### src/rtl/mwt_pkg.sv
package mwt_pkg;
  localparam int PAGE_W   = 12;
  localparam int OFF_W    = 14;
  localparam int PG_SHIFT = 12;
  localparam int HOST_W   = PAGE_W + PG_SHIFT;
  localparam int CARD_W   = OFF_W + PG_SHIFT;
  localparam int BLK_W    = 3;

  localparam logic [BLK_W-1:0] OFS_START_LO = 3'd0;
  localparam logic [BLK_W-1:0] OFS_START_HI = 3'd1;
  localparam logic [BLK_W-1:0] OFS_STOP_LO  = 3'd2;
  localparam logic [BLK_W-1:0] OFS_STOP_HI  = 3'd3;
  localparam logic [BLK_W-1:0] OFS_OFF_LO   = 3'd4;
  localparam logic [BLK_W-1:0] OFS_OFF_HI   = 3'd5;

  localparam int BIT_WIDE16 = 7;
  localparam int BIT_TIMER1 = 6;
  localparam int BIT_ATTR   = 6;

  typedef struct packed {
    logic [PAGE_W-1:0] start_pg;
    logic [PAGE_W-1:0] stop_pg;
    logic [OFF_W-1:0]  card_off;
    logic              wide16;
    logic              timer1;
    logic              attr;
  } win_cfg_t;
endpackage

### src/rtl/mwt_regfile.sv
module mwt_regfile
  import mwt_pkg::*;
#(
  parameter int              NUM_WIN  = 5,
  parameter int              IDX_W    = 8,
  parameter logic [IDX_W-1:0] WIN_BASE = 8'h10,
  parameter logic [IDX_W-1:0] EN_IDX   = 8'h06
) (
  input  logic             clk,
  input  logic             rst,
  input  logic             wr_i,
  input  logic             rd_i,
  input  logic [IDX_W-1:0] idx_i,
  input  logic [7:0]       wdata_i,
  output logic [7:0]       rdata_o,
  output win_cfg_t         cfg_o [NUM_WIN],
  output logic [NUM_WIN-1:0] en_o
);
  localparam int BLK_IDX_W = IDX_W - BLK_W;
  localparam int BASE_BLK  = int'(WIN_BASE) >> BLK_W;

  logic [7:0]         rb [NUM_WIN];
  logic [NUM_WIN-1:0] en_q;
  logic               en_sel;
  logic [BLK_W-1:0]   ofs;

  assign en_sel = (idx_i == EN_IDX);
  assign ofs    = idx_i[BLK_W-1:0];
  assign en_o   = en_q;

  always_ff @(posedge clk) begin
    if (rst)                  en_q <= '0;
    else if (wr_i && en_sel)  en_q <= wdata_i[NUM_WIN-1:0];
  end

  for (genvar g = 0; g < NUM_WIN; g++) begin : g_win
    win_cfg_t cfg_q;
    logic     sel;

    assign sel = (idx_i[IDX_W-1:BLK_W] == BLK_IDX_W'(BASE_BLK + g));

    always_ff @(posedge clk) begin
      if (rst) begin
        cfg_q <= '0;
      end else if (wr_i && sel) begin
        case (ofs)
          OFS_START_LO: cfg_q.start_pg[7:0] <= wdata_i;
          OFS_START_HI: begin
            cfg_q.start_pg[PAGE_W-1:8] <= wdata_i[PAGE_W-9:0];
            cfg_q.wide16               <= wdata_i[BIT_WIDE16];
          end
          OFS_STOP_LO:  cfg_q.stop_pg[7:0] <= wdata_i;
          OFS_STOP_HI: begin
            cfg_q.stop_pg[PAGE_W-1:8] <= wdata_i[PAGE_W-9:0];
            cfg_q.timer1              <= wdata_i[BIT_TIMER1];
          end
          OFS_OFF_LO:   cfg_q.card_off[7:0] <= wdata_i;
          OFS_OFF_HI: begin
            cfg_q.card_off[OFF_W-1:8] <= wdata_i[OFF_W-9:0];
            cfg_q.attr                <= wdata_i[BIT_ATTR];
          end
          default: ;
        endcase
      end
    end

    always_comb begin
      rb[g] = '0;
      if (sel) begin
        case (ofs)
          OFS_START_LO: rb[g] = cfg_q.start_pg[7:0];
          OFS_START_HI: begin
            rb[g][PAGE_W-9:0]  = cfg_q.start_pg[PAGE_W-1:8];
            rb[g][BIT_WIDE16]  = cfg_q.wide16;
          end
          OFS_STOP_LO:  rb[g] = cfg_q.stop_pg[7:0];
          OFS_STOP_HI: begin
            rb[g][PAGE_W-9:0]  = cfg_q.stop_pg[PAGE_W-1:8];
            rb[g][BIT_TIMER1]  = cfg_q.timer1;
          end
          OFS_OFF_LO:   rb[g] = cfg_q.card_off[7:0];
          OFS_OFF_HI: begin
            rb[g][OFF_W-9:0]   = cfg_q.card_off[OFF_W-1:8];
            rb[g][BIT_ATTR]    = cfg_q.attr;
          end
          default: rb[g] = '0;
        endcase
      end
    end

    assign cfg_o[g] = cfg_q;
  end

  logic [7:0] rb_all;
  always_comb begin
    rb_all = en_sel ? 8'(en_q) : 8'h00;
    for (int i = 0; i < NUM_WIN; i++) rb_all = rb_all | rb[i];
  end

  always_ff @(posedge clk) begin
    if (rst)       rdata_o <= '0;
    else if (rd_i) rdata_o <= rb_all;
  end
endmodule

### src/rtl/mwt_win_match.sv
module mwt_win_match
  import mwt_pkg::*;
(
  input  win_cfg_t          cfg_i,
  input  logic              en_i,
  input  logic [PAGE_W-1:0] page_i,
  output logic              match_o,
  output logic [OFF_W-1:0]  card_pg_o
);
  logic above_start;
  logic below_stop;

  assign above_start = (page_i >= cfg_i.start_pg);
  assign below_stop  = (page_i <= cfg_i.stop_pg);
  assign match_o     = en_i && above_start && below_stop;
  assign card_pg_o   = {{(OFF_W-PAGE_W){1'b0}}, page_i} + cfg_i.card_off;
endmodule

### src/rtl/mwt_prio_sel.sv
module mwt_prio_sel #(
  parameter int N  = 5,
  parameter int IW = 3
) (
  input  logic [N-1:0]  req_i,
  output logic          any_o,
  output logic [IW-1:0] idx_o
);
  always_comb begin
    any_o = |req_i;
    idx_o = '0;
    for (int i = N - 1; i >= 0; i--) begin
      if (req_i[i]) idx_o = IW'(i);
    end
  end
endmodule

### src/rtl/mwt_translator.sv
module mwt_translator
  import mwt_pkg::*;
#(
  parameter int               NUM_WIN  = 5,
  parameter int               IDX_W    = 8,
  parameter logic [IDX_W-1:0] WIN_BASE = 8'h10,
  parameter logic [IDX_W-1:0] EN_IDX   = 8'h06,
  localparam int              WIN_IW   = (NUM_WIN > 1) ? $clog2(NUM_WIN) : 1
) (
  input  logic              clk,
  input  logic              rst,
  input  logic              reg_wr_i,
  input  logic              reg_rd_i,
  input  logic [IDX_W-1:0]  reg_idx_i,
  input  logic [7:0]        reg_wdata_i,
  output logic [7:0]        reg_rdata_o,
  input  logic              host_valid_i,
  input  logic [HOST_W-1:0] host_addr_i,
  output logic              hit_o,
  output logic [WIN_IW-1:0] win_o,
  output logic [CARD_W-1:0] card_addr_o,
  output logic              attr_o,
  output logic              wide16_o,
  output logic              timer1_o
);
  win_cfg_t           cfg [NUM_WIN];
  logic [NUM_WIN-1:0] win_en;
  logic [NUM_WIN-1:0] match_vec;
  logic [OFF_W-1:0]   card_pg [NUM_WIN];
  logic [PAGE_W-1:0]  host_pg;
  logic               any_hit;
  logic [WIN_IW-1:0]  win_sel;

  assign host_pg = host_addr_i[HOST_W-1:PG_SHIFT];

  mwt_regfile #(
    .NUM_WIN (NUM_WIN),
    .IDX_W   (IDX_W),
    .WIN_BASE(WIN_BASE),
    .EN_IDX  (EN_IDX)
  ) u_regs (
    .clk    (clk),
    .rst    (rst),
    .wr_i   (reg_wr_i),
    .rd_i   (reg_rd_i),
    .idx_i  (reg_idx_i),
    .wdata_i(reg_wdata_i),
    .rdata_o(reg_rdata_o),
    .cfg_o  (cfg),
    .en_o   (win_en)
  );

  for (genvar g = 0; g < NUM_WIN; g++) begin : g_match
    mwt_win_match u_match (
      .cfg_i    (cfg[g]),
      .en_i     (win_en[g]),
      .page_i   (host_pg),
      .match_o  (match_vec[g]),
      .card_pg_o(card_pg[g])
    );
  end

  mwt_prio_sel #(.N(NUM_WIN), .IW(WIN_IW)) u_prio (
    .req_i(match_vec),
    .any_o(any_hit),
    .idx_o(win_sel)
  );

  always_ff @(posedge clk) begin
    if (rst || !(host_valid_i && any_hit)) begin
      hit_o       <= 1'b0;
      win_o       <= '0;
      card_addr_o <= '0;
      attr_o      <= 1'b0;
      wide16_o    <= 1'b0;
      timer1_o    <= 1'b0;
    end else begin
      hit_o       <= 1'b1;
      win_o       <= win_sel;
      card_addr_o <= {card_pg[win_sel], host_addr_i[PG_SHIFT-1:0]};
      attr_o      <= cfg[win_sel].attr;
      wide16_o    <= cfg[win_sel].wide16;
      timer1_o    <= cfg[win_sel].timer1;
    end
  end
endmodule

### config.mk
export PLATFORM = sky130hd
export DESIGN_NAME = mwt_translator
export DESIGN_NICKNAME = d
export VERILOG_FILES = /design/src/rtl/mwt_pkg.sv /design/src/rtl/mwt_regfile.sv /design/src/rtl/mwt_win_match.sv /design/src/rtl/mwt_prio_sel.sv /design/src/rtl/mwt_translator.sv
export SDC_FILE = /design/constraint.sdc
export NUM_CORES = 1
export LEC_CHECK = 0
export BUFFER_PORTS_ARGS = -buffer_cell sky130_fd_sc_hd__clkbuf_2
export CAP_MARGIN = 20
export CORE_MARGIN = 2
export CORE_UTILIZATION = 25
export CTS_BUF_LIST = sky130_fd_sc_hd__clkbuf_4 sky130_fd_sc_hd__clkbuf_8
export CTS_CLUSTER_DIAMETER = 50
export DETAILED_ROUTE_END_ITERATION = 7
export SKIP_CTS_REPAIR_TIMING = 1
export SLEW_MARGIN = 40
export SYNTH_ARGS = -nofsm -noshare
export SYNTH_HDL_FRONTEND = slang
export SYNTH_SLANG_ARGS = --single-unit
### constraint.sdc
create_clock -name clk -period 3.8 [get_ports clk]
set_input_delay 0.76 -clock clk [delete_from_list [all_inputs] [get_ports clk]]
set_output_delay 0.76 -clock clk [all_outputs]
set_load 0.02 [all_outputs]
Yosys cells after proc, flatten, opt, wreduce, memory -nomap -nowiden
Index checks and enable logic that the tools add are counted.
W data, S select, Z words.
Storage, ports and cells
  word-level logic and storage cells: 175
  bits in registers: 251
  input bits: 45
Cells by class
  $add $sub $neg: 5
  magnitude comparators: 11
  multiplexer cells: 38
  equality and inequality tests: 11
  reduce and logical (&&, ||, !) cells: 51
  bitwise operators: 6
Operator list (number)
  $bmux W41 S3: 1
  $pmux W4 S6: 5
  $add A12 B14 Y14: 5
  $ge A12 B12 Y1: 5
  $le A12 B12 Y1: 5
  $reduce_and A2 Y1: 30
  $bmux W14 S3: 1
  $mux W8: 5
  $or A8 B8 Y8: 5
  $pmux W2 S4: 5
  $mux W14: 2
  $pmux W1 S5: 5
  $mux W3: 7
  $pmux W1 S4: 5
  $logic_and A1 B1 Y1: 17
  $eq A5 B3 Y1 const B: 3
  $eq A5 B2 Y1 const B: 2
  $eq A8 B3 Y1 const B: 1
  $eq A3 B2 Y1 const B: 2
  $eq A3 B3 Y1 const B: 2
  $mux W5: 1
  $reduce_or A5 Y1: 1
  $ge A4 B4 Y1 const B: 1
  $not A3 Y4: 1
  5 further kinds: 5

Depth between registers and ports, before layout
Gate-level depths: netlist of run 1.
  depth after elaboration: 12
  mapped depth: 13
  depth with buffers taken out: 12

Modules after synthesis
Synthesis of run 1 repeated with hierarchy kept, for this count alone.
Unflattened totals
  cells, all modules: 2003
  area, all modules: 17610.6 µm²
Modules (own cells, without submodules)
  mwt_regfile: area each 10017.1 µm², cells each 1080, times used 1, seq. area each 4364.2 µm²
  mwt_win_match (g_match[2].u_match ...): area each 1241.2 µm², cells each 162, times used 2, seq. area each 0.0 µm²
  mwt_win_match (g_match[0].u_match ...): area each 1224.9 µm², cells each 170, times used 2, seq. area each 0.0 µm²
  mwt_translator: area each 1456.4 µm², cells each 96, times used 1, seq. area each 660.6 µm²
  mwt_win_match (g_match[4].u_match): area each 1156.1 µm², cells each 155, times used 1, seq. area each 0.0 µm²
  mwt_prio_sel: area each 48.8 µm², cells each 8, times used 1, seq. area each 0.0 µm²

Worst setup path after synthesis of run 1
No wires, ideal clock.
  path type: in2reg
  from: in host_addr_i[12]
  to: reg card_addr_o[16]
  setup time: 0.130 ns
  required time: 3.670 ns
  path slack: 0.696 ns
  stages: 13
  data arrival time: 2.974 ns
  path through: inv_1 -> ha_1 -> nand2b_1 -> a31oi_1 -> nor4_1 -> o2111a_1 -> o211a_1 -> nor4_4 -> a21o_4 -> inv_4 -> buf_6 -> nand4b_1 -> o211ai_1
Between the ends
  cells in the longest elaborated chain, start to end: 12
Ends and longest elaborated chain
  start, declared: line mwt_translator.sv:18  | input logic [HOST_W-1:0] host_addr_i,
  $ge A12 B12 Y1: line mwt_win_match.sv:13  | assign above_start = (page_i >= cfg_i.start_pg);
  $logic_and A1 B1 Y1 (2 in series): line mwt_win_match.sv:15  | assign match_o = en_i && above_start && below_stop;
  $mux W3 (5 in series): line mwt_prio_sel.sv:13  | if (req_i[i]) idx_o = IW'(i);
  $not A3 Y4 (not written as such): line mwt_translator.sv:80  | card_addr_o <= {card_pg[win_sel], host_addr_i[PG_SHIFT-1:0]};
  $bmux W14 S3: line mwt_translator.sv:80
  $mux W14 (not written as such) (2 in series): line mwt_translator.sv:80
  end signal, assigned: line mwt_translator.sv:80
  end, declared: line mwt_translator.sv:21  | output logic [CARD_W-1:0] card_addr_o,
Several ways; a longest one is shown, not always the timed one. The select of a mux whose other input is x is not followed.
A chain may end at the register's enable or synchronous reset.

Worst setup path in the final report of run 1
  from: in host_addr_i[17]
  to: reg card_addr_o[12]
The elaborated chain is that of the path after synthesis.

==> flow_summary.rst, run 1 <==
.. list-table::
   :header-rows: 1

   * - Metric
     - Value
   * - Yosys reg bits
     - between 200 and 300
   * - Die Y
     - about 260 microns
   * - Sequential area share after synthesis
     - between 30% and 40%
   * - Global-route wire length before repair
     - around 100 mm
   * - Pins Over Slew Limit
     - 0
   * - Cell Count, Final, Fillers Out
     - 3113
   * - Maximum buffer depth of the clock tree
     - 3
   * - Critical-path cell list
     - clkbuf_2 -> ha_1 -> a21o_1 -> a21o_1 -> a211oi_1 -> a21o_1 -> nand3_1 -> a21oi_2 -> buf_4 -> o21ai_0 -> and3_1 -> o41ai_1
   * - Slew at the pin closest to its max-slew limit
     - a little under 900 ps
   * - Clock root buffer
     - sky130_fd_sc_hd__clkbuf_8
   * - Dpl ws
     - -145 ps
   * - Leakage
     - 6.88 nW
   * - Core ar.
     - about 65000 sq um
   * - Max VDD drop
     - around 0.0002 V
   * - Insertion delay to the later sink of the worst-skew pair
     - around 640 ps
   * - Most used cells in the layout excluding fill and tap cells
     - sky130_fd_sc_hd__nand2_1, sky130_fd_sc_hd__a21oi_1, sky130_fd_sc_hd__nand3_1
   * - Fraction of layout instances using a drive strength above 1
     - approximately an eighth
   * - DR iter-0 viols
     - between 2000 and 2500
   * - Effective utilization at floorplan
     - around 25%
   * - Clock group share of total power
     - between 40% and 50%
   * - Final total power
     - around 0.0063 W
   * - Global-route usage over all layers
     - between 10% and 20%
   * - Worst max-slew margin expressed relative to the limit
     - 40.7%
   * - Standard-cell row count
     - 93
   * - Int Pwr
     - roughly 0.0045 W
   * - Source of the worst hold timing path
     - host_addr_i[6]
   * - Reported max-cap violation count
     - 0
   * - Synth unique cells
     - 80
   * - Kind of cell with the highest combined delay on the critical path
     - compound AO/OA/AOI/OAI gates
   * - Final Util
     - a little under a third
   * - Total congestion overflow
     - 0
   * - CP Launch Type
     - primary input
   * - Count of buffering cells on the critical path with inverters included
     - 2
   * - Maximum cell stage delay along the critical path
     - 560 ps
   * - Cell count after synthesis
     - about 2100
   * - Number of remaining DRC errors
     - 0
   * - Share of total power in combinational logic
     - a little over a tenth
   * - Leading register cell type out of synthesis
     - sky130_fd_sc_hd__dfxtp_1
   * - Post-layout min period
     - 3440 ps
   * - Setup Crit Path Kind
     - in -> reg
   * - Origin of the worst setup path
     - host_addr_i[17]
   * - Startpoint of the lowest-slack register-to-register path
     - u_regs.cfg_o[113]
   * - Detailed placer's ending HPWL
     - about 48 mm
   * - Number of buffers created by CTS
     - 47
   * - Top-Level Pins
     - 86
   * - Max stage delay cell, worst path
     - sky130_fd_sc_hd__o41ai_1
   * - Data arrival time of the critical path
     - between 3000 and 4000 ps
   * - Multi-input logic area
     - a little over 10000 sq um
   * - Routability cong.
     - just over 0.9
   * - Synth warn
     - 0
   * - Setup Skew
     - about 42 ps
   * - Clk sink count
     - 251
   * - Growth of design area from synthesis to finish
     - 18.5%
   * - First-pass iteration count of the detailed router
     - 7
   * - Count of port buffers added during placement
     - 85
   * - Critical path peak fanout
     - 11
   * - Fraction of power spent switching nets
     - between 20% and 30%
   * - H-tree level count
     - 2
   * - Clock tree from TritonCTS
     - done
   * - Post-synthesis cell area
     - ~16000 sq um
   * - Syn_area_per_cell
     - 7.72 sq um
   * - Floorplan die width
     - 260 microns
   * - Pin count of the biggest net entering global routing
     - 186
   * - Area of all sequential standard cells
     - around 5000 sq um
   * - Most common library cell in the layout ignoring fill and taps
     - sky130_fd_sc_hd__nand2_1
   * - Post-route worst setup slack
     - about 360 ps
   * - Wirelength, routed
     - approximately 66 mm
   * - Via count of the first global-routing pass
     - about 15000
   * - Setup crit end kind
     - flip-flop
   * - Placed cells
     - 3024
   * - NetSw
     - approximately 0.0018 W
   * - Worst-path clk slew
     - 60 ps
   * - Final Hold Fails
     - 0
   * - Routed length per instance
     - ~21 microns
   * - Avg Vias per Cell
     - approximately 5.4
   * - Total vias in the final route
     - approximately 17000
   * - Result of the run
     - finished, final reports clean
   * - Crit share post-route
     - about nine tenths
   * - RSZ-0062 raised after global routing
     - false
   * - Ratio of total power to cell area
     - between 300 and 400 nW/um^2
   * - Proportion of synthesized flip-flops having asynchronous set or reset
     - 0%
   * - Fillcell total
     - roughly 7000
   * - Area enclosed by the die boundary
     - slightly below 70000 sq um
   * - Hold Path Class
     - in -> reg
   * - Fraction of power consumed by sequential logic
     - a little over two fifths
   * - Antenna violations before repair
     - 0
   * - Synth Net Count
     - ~2300
   * - Number of synthesized flops with an enable pin
     - 0
   * - Number of setup violations in the final report
     - 0
   * - Total number of nets in the final design
     - between 2000 and 2500
   * - Achievable clock frequency
     - about 290 MHz
   * - Most numerous cell on the critical path
     - sky130_fd_sc_hd__a21o_1
   * - Required @ worst endpoint
     - between 4000 and 5000 ps
   * - DRT antenna net count
     - 0
stage by stage:
stage	area (sq um)	hold WS, ps	setup TNS, ps
6_report	19400	346	0
5_1_grt	19400	333	0
4_1_cts	19300	314	0
3_5_place_dp	18300	453	-272
3_3_place_gp	18300	444	-290
2_1_floorplan	16400	436	0
worst reg2reg max path, cell delays in order (launching register included):
cell,delay (ps)
sky130_fd_sc_hd__dfxtp_1,360
sky130_fd_sc_hd__inv_1,60
sky130_fd_sc_hd__ha_1,280
sky130_fd_sc_hd__a211oi_1,220
sky130_fd_sc_hd__o21ai_1,90
sky130_fd_sc_hd__a221oi_1,290
sky130_fd_sc_hd__o21ai_0,160
sky130_fd_sc_hd__and3_4,240
sky130_fd_sc_hd__buf_4,150
sky130_fd_sc_hd__o21ai_4,210
sky130_fd_sc_hd__buf_4,260
sky130_fd_sc_hd__nand3_1,100
sky130_fd_sc_hd__and3_1,190
sky130_fd_sc_hd__o41ai_1,560
kinds of logic after synthesis:
kind of cell	after synthesis	synth area share, %
AND/OR/NAND/NOR	741	21.0
multiplexers	10	0.688
buffers and inverters	262	6.23
flip-flops	251	30.7
AO/OA/AOI/OAI	622	24.4
XOR/XNOR	48	2.57
adder cells (fa/ha/maj)	185	14.4
sequential cells by signal (all words and copies together), names as in the netlist:
signal	count
u_regs.en_o	5
hit_o	1
timer1_o	1
wide16_o	1
u_regs.cfg_o	205
attr_o	1
win_o	3
u_regs.rdata_o	8
card_addr_o	26
cells in the mapped netlist, drive strengths merged (11+ instances only):
library cell	instances	area, sq um
a21oi	290	1460
nand2	293	1110
a31oi	25	156
inv	134	505
a21o	31	240
o211ai	13	116
o21ai	53	277
a22oi	70	526
nand4	21	131
clkbuf	92	347
xor2	16	140
a221oi	14	123
buf	36	168
a211oi	30	230
nand2b	11	68.8
nor2b	18	113
dfxtp	251	5020
nand3	259	1300
nor3	28	140
and2	14	87.6
ha	180	2250
a22o	16	140
xnor2	32	280
nor2	64	245
area by class of cell:
class,count,share of cell area [%]
multi-input cells,1606,53.5
well taps,855,5.52
clock buffers,70,4.48
diodes,1,0.0129
flip-flops and latches,251,25.9
clock inverters,16,0.903
repair buffers,180,7.05
inverters,134,2.61
power by group through the flow:
stage          clock (W)  combinational (W)  sequential, W
2_1_floorplan          0           0.000351        0.00271
3_3_place_gp           0           0.000648        0.00270
3_5_place_dp           0           0.000647        0.00270
4_1_cts          0.00299           0.000651        0.00264
5_1_grt          0.00312           0.000719        0.00264
6_report         0.00297           0.000670        0.00264
path summary, 6_finish.rpt:
kind                 endpoint  slack, ps  cells after the start
max           card_addr_o[12]        360                     12
min            card_addr_o[6]        350                      2
max reg2reg   card_addr_o[12]        420                     13
min reg2reg  u_regs.cfg_o[76]        460                      2
per-layer routing:
layer  global-route usage, %  wire length, microns  vias up
met2                    28.8                 28200      798
met4                    7.02                  2600        0
li1                        -                     -     7870
met5                       0                     0        -
met1                    27.0                 29500     7913
met3                    3.34                  5910      134
(Power assumes the default switching activity.)
==> inputs of run 2 (changes only) <==
--- a/config.mk
+++ b/config.mk
@@ -5,10 +5,11 @@
 export SDC_FILE = /design/constraint.sdc
 export NUM_CORES = 1
 export LEC_CHECK = 0
+export ABC_AREA = 1
 export BUFFER_PORTS_ARGS = -buffer_cell sky130_fd_sc_hd__clkbuf_2
 export CAP_MARGIN = 20
 export CORE_MARGIN = 2
-export CORE_UTILIZATION = 25
+export CORE_UTILIZATION = 30
 export CTS_BUF_LIST = sky130_fd_sc_hd__clkbuf_4 sky130_fd_sc_hd__clkbuf_8
 export CTS_CLUSTER_DIAMETER = 50
 export DETAILED_ROUTE_END_ITERATION = 7
==> flow_summary.rst, run 2 <==
.. list-table::
   :header-rows: 1

   * - Metric
     - Value
   * - Synth unique cells
     - 50 (-38%)
   * - Standard-cell row count
     - 86 (-7.5%)
   * - Placement-stage cell area
     - 18000 sq um (-1.7%)
   * - Effective utilization at floorplan
     - 30.3% (+5.0 points)
   * - Met2 Usage GRT
     - 32.7% (+3.9 points)
   * - Insertion delay to the later sink of the worst-skew pair
     - 650 ps (about the same)
   * - Count of port buffers added during placement
     - 85 (unchanged)
   * - Total vias in the final route
     - 16700 (-0.096%)
   * - H-tree level count
     - 2 (unchanged)
   * - Global-route wire length before repair
     - 93.6 mm (-4.7%)
   * - Leading post-synthesis cells by cell area
     - sky130_fd_sc_hd__dfxtp_1, sky130_fd_sc_hd__ha_1, sky130_fd_sc_hd__a21oi_1, sky130_fd_sc_hd__o21ai_0, sky130_fd_sc_hd__nand2_1
   * - Int Pwr
     - 0.00473 W (+4.3%)
   * - RSZ-0062 raised after global routing
     - false
   * - Pins Over Slew Limit
     - 0 (unchanged)
   * - Post-synthesis cell area
     - 16700 sq um (+2.1%)
   * - Synth warn
     - 0 (unchanged)
   * - Setup crit end kind
     - flip-flop
   * - Sequential area share after synthesis
     - 30.1% (-0.64 points)
   * - Number of buffers created by CTS
     - 49 (+4.3%)
   * - Share of total power in combinational logic
     - 10.3% (-0.4 points)
   * - Ratio of total power to cell area
     - 341 nW/um^2 (+5.1%)
   * - Multi-input logic area
     - 9970 sq um (-3.9%)
   * - Setup Skew
     - 50.4 ps (+7.95 ps)
   * - Number of setup violations in the final report
     - 0 (unchanged)
   * - Leading register cell type out of synthesis
     - sky130_fd_sc_hd__dfxtp_1
   * - Fillcell total
     - 6023 (-13%)
   * - Maximum buffer depth of the clock tree
     - 3 (unchanged)
   * - Final Hold Fails
     - 0 (unchanged)
   * - Number of flip-flops under the largest register name
     - 205 (unchanged)
   * - Post-layout min period
     - 2870 ps (-568 ps)
   * - Total number of nets in the final design
     - 2713 (+11%)
   * - Cell count after synthesis
     - 2404 (+13%)
   * - Most common library cell in the layout ignoring fill and taps
     - sky130_fd_sc_hd__nand2_1
   * - Number of inserted diodes
     - 0 (-1)
   * - Clock root buffer
     - sky130_fd_sc_hd__clkbuf_8
   * - Routability cong.
     - 0.947 (+2.6%)
   * - Most heavily used metal layer in global routing
     - met2
   * - Antenna violations before repair
     - 0 (unchanged)
   * - First-pass iteration count of the detailed router
     - 5 (-2)
   * - Reported max-cap violation count
     - 0 (unchanged)
   * - Area of all sequential standard cells
     - 5020 sq um (unchanged)
   * - Post-layout instance area
     - 19100 sq um (-1.3%)
   * - DR iter-0 viols
     - 1695 (-19%)
   * - Data arrival time of the critical path
     - 3370 ps (-510 ps)
   * - Global-route usage over all layers
     - 21.4% (+2.3 points)
   * - Result of the run
     - finished, final reports clean
   * - Detailed placer's ending HPWL
     - 45.5 mm (-4.9%)
   * - Routed length per instance
     - 19.1 microns (-10%)
   * - Avg Vias per Cell
     - 5.11 (-4.9%)
   * - Most used cells in the layout excluding fill and tap cells
     - sky130_fd_sc_hd__nand2_1, sky130_fd_sc_hd__inv_1, sky130_fd_sc_hd__a21oi_1
   * - Slew at the pin closest to its max-slew limit
     - 817 ps (-72.4 ps)
   * - Number of remaining DRC errors
     - 0 (unchanged)
   * - GR met1 Demand/Resource
     - 30.4% (+3.3 points)
   * - Area enclosed by the die boundary
     - 57600 sq um (-15%)
   * - Syn_area_per_cell
     - 6.95 sq um (-10%)
   * - Floorplan die width
     - 240 microns (-7.6%)
   * - Share of the synthesized area in the top cell type
     - 30.1% (-0.64 points)
   * - Leakage
     - 8.18 nW (+19%)
   * - DRT antenna net count
     - 0 (unchanged)
   * - Fraction of power spent switching nets
     - 27.4% (-0.41 points)
   * - Critical path peak fanout
     - 16 (+5)
   * - Clock tree from TritonCTS
     - done
   * - NetSw
     - 0.00179 W (+2.2%)
   * - Pin count of the biggest net entering global routing
     - 81 (-56%)
   * - Fraction of layout instances using a drive strength above 1
     - 10.5% (-2.7 points)
   * - Hold Path Class
     - in -> reg
   * - Top-Level Pins
     - 86 (unchanged)
   * - Met3 Track Usage GR
     - 3.40% (+0.055 points)
   * - Yosys reg bits
     - 251 (unchanged)
   * - Core ar.
     - 55100 sq um (-15%)
   * - Synth Net Count
     - 2634 (+12%)
   * - Clock group share of total power
     - 49.1% (+1.8 points)
   * - Max VDD drop
     - 0.000326 V (+60%)
   * - Proportion of synthesized flip-flops having asynchronous set or reset
     - 0% (unchanged)
   * - Worst max-slew margin expressed relative to the limit
     - 45.6% (+4.8 points)
   * - Clk sink count
     - 251 (unchanged)
   * - Via count of the first global-routing pass
     - 15100 (-1.1%)
   * - Top cells by instance count after synthesis
     - sky130_fd_sc_hd__nand2_1, sky130_fd_sc_hd__inv_1, sky130_fd_sc_hd__a21oi_1, sky130_fd_sc_hd__o21ai_0, sky130_fd_sc_hd__dfxtp_1
   * - CP Launch Type
     - primary input
   * - Growth of design area from synthesis to finish
     - 14.6%
   * - Worst-path clk slew
     - 60 ps (about the same)
   * - Fraction of power consumed by sequential logic
     - 40.6% (-1.5 points)
   * - Number of synthesized flops with an enable pin
     - 0 (unchanged)
   * - Die Y
     - 240 microns (-7.6%)
   * - Total negative slack
     - 0 ps (unchanged)
   * - Total congestion overflow
     - 0 (unchanged)
   * - Setup Crit Path Kind
     - in -> reg
   * - Crit share post-route
     - 75.5% (-15 points)
   * - Achievable clock frequency
     - 349 MHz (+20%)
   * - Library cell with the highest instance count after synthesis
     - sky130_fd_sc_hd__nand2_1
   * - Wirelength, routed
     - 62.3 mm (-5.8%)
   * - Required @ worst endpoint
     - 4300 ps (+50 ps)
   * - Most area-hungry cell type in the Yosys netlist
     - sky130_fd_sc_hd__dfxtp_1
run 2: cell count changes in the layout (fill, tap and decap cells not counted), sizes merged, moves of 61 or more:
cell	change
o21ai	+249
inv	+197
nor2	+145
nand3	-109
a22oi	-70
o22ai	+61
run 2: worst paths after layout:
kind	startpoint	endpoint	slack, ps	depth (start not counted)
worst max-delay path	host_addr_i[19]	card_addr_o[13]	930	18
worst min-delay path	host_addr_i[2]	card_addr_o[2]	350	3
worst max register to register	u_regs.cfg_o[151]	card_addr_o[13]	1160	15
worst min register to register	u_regs.cfg_o[152]	u_regs.cfg_o[152]	470	2
run 2: per-layer routing:
metal  up-vias  part of all wire [%]
li1       8292                     -
met1      7604                    46
met2       684                    42
met3       119                   8.4
met4         0                   3.4
met5         -                     0
run 2: worst max-delay path, cell delays in order:
cell and delay (ps):
sky130_fd_sc_hd__clkbuf_2 370, sky130_fd_sc_hd__ha_1 470, sky130_fd_sc_hd__nand2_1 70, sky130_fd_sc_hd__nor2_1 110, sky130_fd_sc_hd__nand2_1 80, sky130_fd_sc_hd__a21oi_1 130
sky130_fd_sc_hd__nor2_1 70, sky130_fd_sc_hd__nor2_2 210, sky130_fd_sc_hd__nor2_1 70, sky130_fd_sc_hd__nand2_1 140, sky130_fd_sc_hd__nand2_4 70, sky130_fd_sc_hd__nand2_4 180
sky130_fd_sc_hd__buf_4 210, sky130_fd_sc_hd__nand2_1 60, sky130_fd_sc_hd__nand3_1 70, sky130_fd_sc_hd__nand3_1 100, sky130_fd_sc_hd__nand2_1 110, sky130_fd_sc_hd__inv_1 70
run 2: per-stage QoR:
stage	std cells	setup slack, ps	total power [W]	utilization (%)	hold slack [ps]
final	3269	931	0.00652	34.7	347
after global routing	3269	811	0.00676	34.7	326
after CTS	3269	1050	0.00657	34.7	301
after detailed placement	3180	389	0.00336	32.6	467
after global placement	3180	401	0.00336	32.6	467
after floorplan	2404	1250	0.00309	-	436
run 2: cells by family after synthesis:
kind of cell	after synthesis	synth area share (%)
AND/OR/NAND/NOR	766	20.2
AO/OA/AOI/OAI	722	23.0
flip-flops	251	30.1
XOR/XNOR	45	2.36
adder cells (fa/ha/maj)	185	14.1
buffers and inverters	435	10.3
run 2: power by group through the flow:
stage	Clock (W)	Combinational (W)	Sequential, W
floorplan	0	0.000389	0.00271
global placement	0	0.000657	0.00270
CTS	0.00327	0.000662	0.00265
finish	0.00320	0.000674	0.00265
detailed placement	0	0.000659	0.00270
global route	0.00338	0.000740	0.00265
run 2: area by class of cell:
cell class | instances | share of cell area (%)
multi-input cells | 1718 | 52.1
flip-flops and latches | 251 | 26.2
inverters | 338 | 6.64
clock buffers | 73 | 4.99
well taps | 748 | 4.89
repair buffers | 125 | 4.10
clock inverters | 16 | 1.07
==> inputs of run 3 (changes only) <==
--- a/config.mk
+++ b/config.mk
@@ -5,7 +5,7 @@
 export SDC_FILE = /design/constraint.sdc
 export NUM_CORES = 1
 export LEC_CHECK = 0
-export ABC_AREA = 1
+export ABC_AREA = 0
 export BUFFER_PORTS_ARGS = -buffer_cell sky130_fd_sc_hd__clkbuf_2
 export CAP_MARGIN = 20
 export CORE_MARGIN = 2
==> constraint.sdc (replaced) <==
create_clock -name clk -period 2.8 [get_ports clk]
set_input_delay 0.56 -clock clk [delete_from_list [all_inputs] [get_ports clk]]
set_output_delay 0.56 -clock clk [all_outputs]
set_load 0.02 [all_outputs]
==> flow_summary.rst, run 3 (synthesis gave the netlist of run 1 again) <==
.. list-table::
   :header-rows: 1

   * - Metric
     - Value
   * - Startpoint of the lowest-slack register-to-register path
     - u_regs.cfg_o[141]
   * - Floorplan die width
     - 238 microns (-1.0%)
   * - Most common library cell in the layout ignoring fill and taps
     - sky130_fd_sc_hd__buf_4
   * - RSZ-0062 raised after global routing
     - true
   * - Number of inserted diodes
     - 0 (unchanged)
   * - Hold Path Class
     - in -> reg
   * - H-tree level count
     - 2 (unchanged)
   * - Setup Skew
     - 49.5 ps (-0.825 ps)
   * - Total number of nets in the final design
     - 2703 (-0.37%)
   * - Multi-input logic area
     - 10900 sq um (+9.8%)
   * - Via count of the first global-routing pass
     - 16700 (+11%)
   * - Origin of the worst setup path
     - u_regs.cfg_o[141]
   * - Pin count of the biggest net entering global routing
     - 115 (+42%)
   * - Ratio of total power to cell area
     - 407 nW/um^2 (+19%)
   * - Clock root buffer
     - sky130_fd_sc_hd__clkbuf_8
   * - Insertion delay to the later sink of the worst-skew pair
     - 670 ps (+20 ps)
   * - Routability cong.
     - 0.978 (+3.2%)
   * - Number of remaining DRC errors
     - 0 (unchanged)
   * - First-pass iteration count of the detailed router
     - 6 (+1)
   * - Fillcell total
     - 5454 (-9.4%)
   * - Number of cells traversed by the worst hold path
     - 2 (-1)
   * - Number of cells traversed by the worst register-to-register path
     - 13 (-2)
   * - Number of setup violations in the final report
     - 23 (+23)
   * - Wirelength, routed
     - 69.2 mm (+11%)
   * - Routed length per instance
     - 21.6 microns (+13%)
   * - Number of buffers created by CTS
     - 48 (-2.0%)
   * - Detailed placer's ending HPWL
     - 50.9 mm (+12%)
   * - Failing checks
     - setup timing
   * - Top-Level Pins
     - 86 (unchanged)
   * - CP Launch Type
     - flip-flop
   * - Data arrival time of the critical path
     - 3500 ps (+130 ps)
   * - Worst max-slew margin expressed relative to the limit
     - 44.1% (-1.4 points)
   * - Final Hold Fails
     - 0 (unchanged)
   * - Standard-cell row count
     - 85 (-1.2%)
   * - Required @ worst endpoint
     - 3370 ps (-930 ps)
   * - DRT antenna net count
     - 0 (unchanged)
   * - Max VDD drop
     - 0.000264 V (-19%)
   * - Reg-to-reg endpoint
     - card_addr_o[17]
   * - Crit share post-route
     - 105%
   * - Setup crit end kind
     - flip-flop
   * - Growth of design area from synthesis to finish
     - 34.4%
   * - Maximum buffer depth of the clock tree
     - 3 (unchanged)
   * - Most numerous cell on the critical path
     - sky130_fd_sc_hd__buf_6
   * - Worst hold margin
     - 124 ps (-223 ps)
   * - Core ar.
     - 53800 sq um (-2.3%)
   * - Result of the run
     - finished with violations
   * - Worst-path clk slew
     - 60 ps (about the same)
   * - Pins Over Slew Limit
     - 0 (unchanged)
   * - Avg Vias per Cell
     - 5.62 (+10%)
   * - Slew at the pin closest to its max-slew limit
     - 838 ps (+21.2 ps)
   * - Global-route usage over all layers
     - 23.5% (+2.2 points)
   * - Area of all sequential standard cells
     - 5040 sq um (+0.32%)
   * - Number of flip-flops under the largest register name
     - 205 (unchanged)
   * - Count of buffering cells on the critical path with inverters included
     - 3 (unchanged)
   * - Achievable clock frequency
     - ~340 MHz
   * - Die Y
     - 238 microns (-1.0%)
   * - Critical path peak fanout
     - 7 (-9)
   * - Antenna violations before repair
     - 1 (+1)
   * - Maximum cell stage delay along the critical path
     - 480 ps (about the same)
   * - Total vias in the final route
     - 18000 (+7.8%)
   * - Setup Crit Path Kind
     - reg -> reg
   * - Critical-path cell list
     - inv_2 -> ha_4 -> nor2b_4 -> o211ai_1 -> a211oi_2 -> o41ai_4 -> o2111a_2 -> nor4_4 -> buf_6 -> a21o_4 -> buf_6 -> nor3_4 -> a21o_1
   * - DR iter-0 viols
     - 2084 (+23%)
   * - Max stage delay cell, worst path
     - sky130_fd_sc_hd__o41ai_4
   * - Most used cells in the layout excluding fill and tap cells
     - sky130_fd_sc_hd__buf_4, sky130_fd_sc_hd__nand2_1, sky130_fd_sc_hd__a21oi_1
   * - Clk sink count
     - 251 (unchanged)
   * - Post-route worst setup slack
     - -130 ps (-1060 ps)
   * - Worst reg2reg setup slack
     - -130 ps (-1290 ps)
   * - Capturing element of the worst setup path
     - card_addr_o[17]
   * - Worst path depth
     - 13 (-5)
   * - Kind of cell with the highest combined delay on the critical path
     - compound AO/OA/AOI/OAI gates
   * - Final Util
     - 40.9% (+6.1 points)
   * - Count of port buffers added during placement
     - 85 (unchanged)
   * - Total congestion overflow
     - 0 (unchanged)
   * - Area enclosed by the die boundary
     - 56400 sq um (-2.1%)
   * - Reported max-cap violation count
     - 0 (unchanged)
   * - Clock tree from TritonCTS
     - done
   * - Effective utilization at floorplan
     - 30.4% (+0.070 points)
   * - Post-layout min period
     - 2930 ps
   * - Fraction of layout instances using a drive strength above 1
     - 26.1% (+16 points)
   * - Leakage
     - 8.40 nW (+2.6%)
   * - Global-route wire length before repair
     - 102 mm (+8.8%)
-- run 3: cell count changes in the layout (fill, tap and decap cells not counted), moves of 18 or more --
cell                      delta
sky130_fd_sc_hd__a21o_1     +21
sky130_fd_sc_hd__a21oi_1    -20
sky130_fd_sc_hd__a22oi_1    +70
sky130_fd_sc_hd__buf_12     +23
sky130_fd_sc_hd__buf_4     +260
sky130_fd_sc_hd__buf_6      +20
sky130_fd_sc_hd__inv_1     -184
sky130_fd_sc_hd__nand2_1    -52
sky130_fd_sc_hd__nand3_1   +103
sky130_fd_sc_hd__nor2_1    -143
sky130_fd_sc_hd__o21ai_0   -255
sky130_fd_sc_hd__o22ai_1    -62
sky130_fd_sc_hd__xnor2_1    +18
-- run 3: per-layer routing --
metal  vias to the layer above  track usage [%]  part of all wire (%)
met5                         -                0                 0.016
li1                       8392                -                     -
met3                       205             4.05                   9.0
met2                       902             36.4                    43
met4                         2             12.0                   5.7
met1                      8508             31.5                    42
-- run 3: worst reg2reg max path, delay by kind of cell, from the launching register on --
family          cells  cell delay (ps)
compound gates      6             1590
fa+ha+maj           1              210
buf+inv             3              340
flops               1              330
simple gates        3              360
-- run 3: layout make-up --
| cell class | count | area share [%] |
|---|---|---|
| multi-input cells | 1606 | 49.8 |
| flip-flops and latches | 251 | 22.9 |
| repair buffers | 429 | 15.8 |
| clock buffers | 69 | 4.01 |
| well taps | 696 | 3.96 |
| inverters | 134 | 2.36 |
| clock inverters | 17 | 1.02 |
| repair inverters | 3 | 0.165 |
-- run 3: per-stage QoR --
step / power [W] / cell area [sq um] / instances / setup TNS, ps / worst slack [ps]
3_5_place_dp: 0.00468 / 20000 / 3098 / -21980 / -808
3_3_place_gp: 0.00466 / 20000 / 3097 / -19940 / -708
2_1_floorplan: 0.00415 / 16400 / 2119 / 0 / 0.0395
4_1_cts: 0.00893 / 21100 / 3184 / -4040 / -270
5_1_grt: 0.00923 / 22000 / 3205 / -2720 / -203
6_report: 0.00895 / 22000 / 3205 / -849 / -130
-- run 3: worst min-delay path by stage --
stage	from	to	slack, ps
CTS	host_addr_i[4]	card_addr_o[4]	90
detailed placement	u_regs.cfg_o[76]	u_regs.cfg_o[76]	450
global route	host_addr_i[4]	card_addr_o[4]	100
global placement	u_regs.cfg_o[35]	u_regs.cfg_o[35]	440
finish	host_addr_i[4]	card_addr_o[4]	120
floorplan	u_regs.cfg_o[117]	u_regs.cfg_o[117]	440
-- run 3: where the power goes --
part / switching [W] / total [W] / internal [W]
clock: 0.00179 / 0.00428 / 0.00249
sequential: 0.00000784 / 0.00359 / 0.00358
combinational: 0.000677 / 0.00108 / 0.000399
total: 0.00247 / 0.00895 / 0.00647
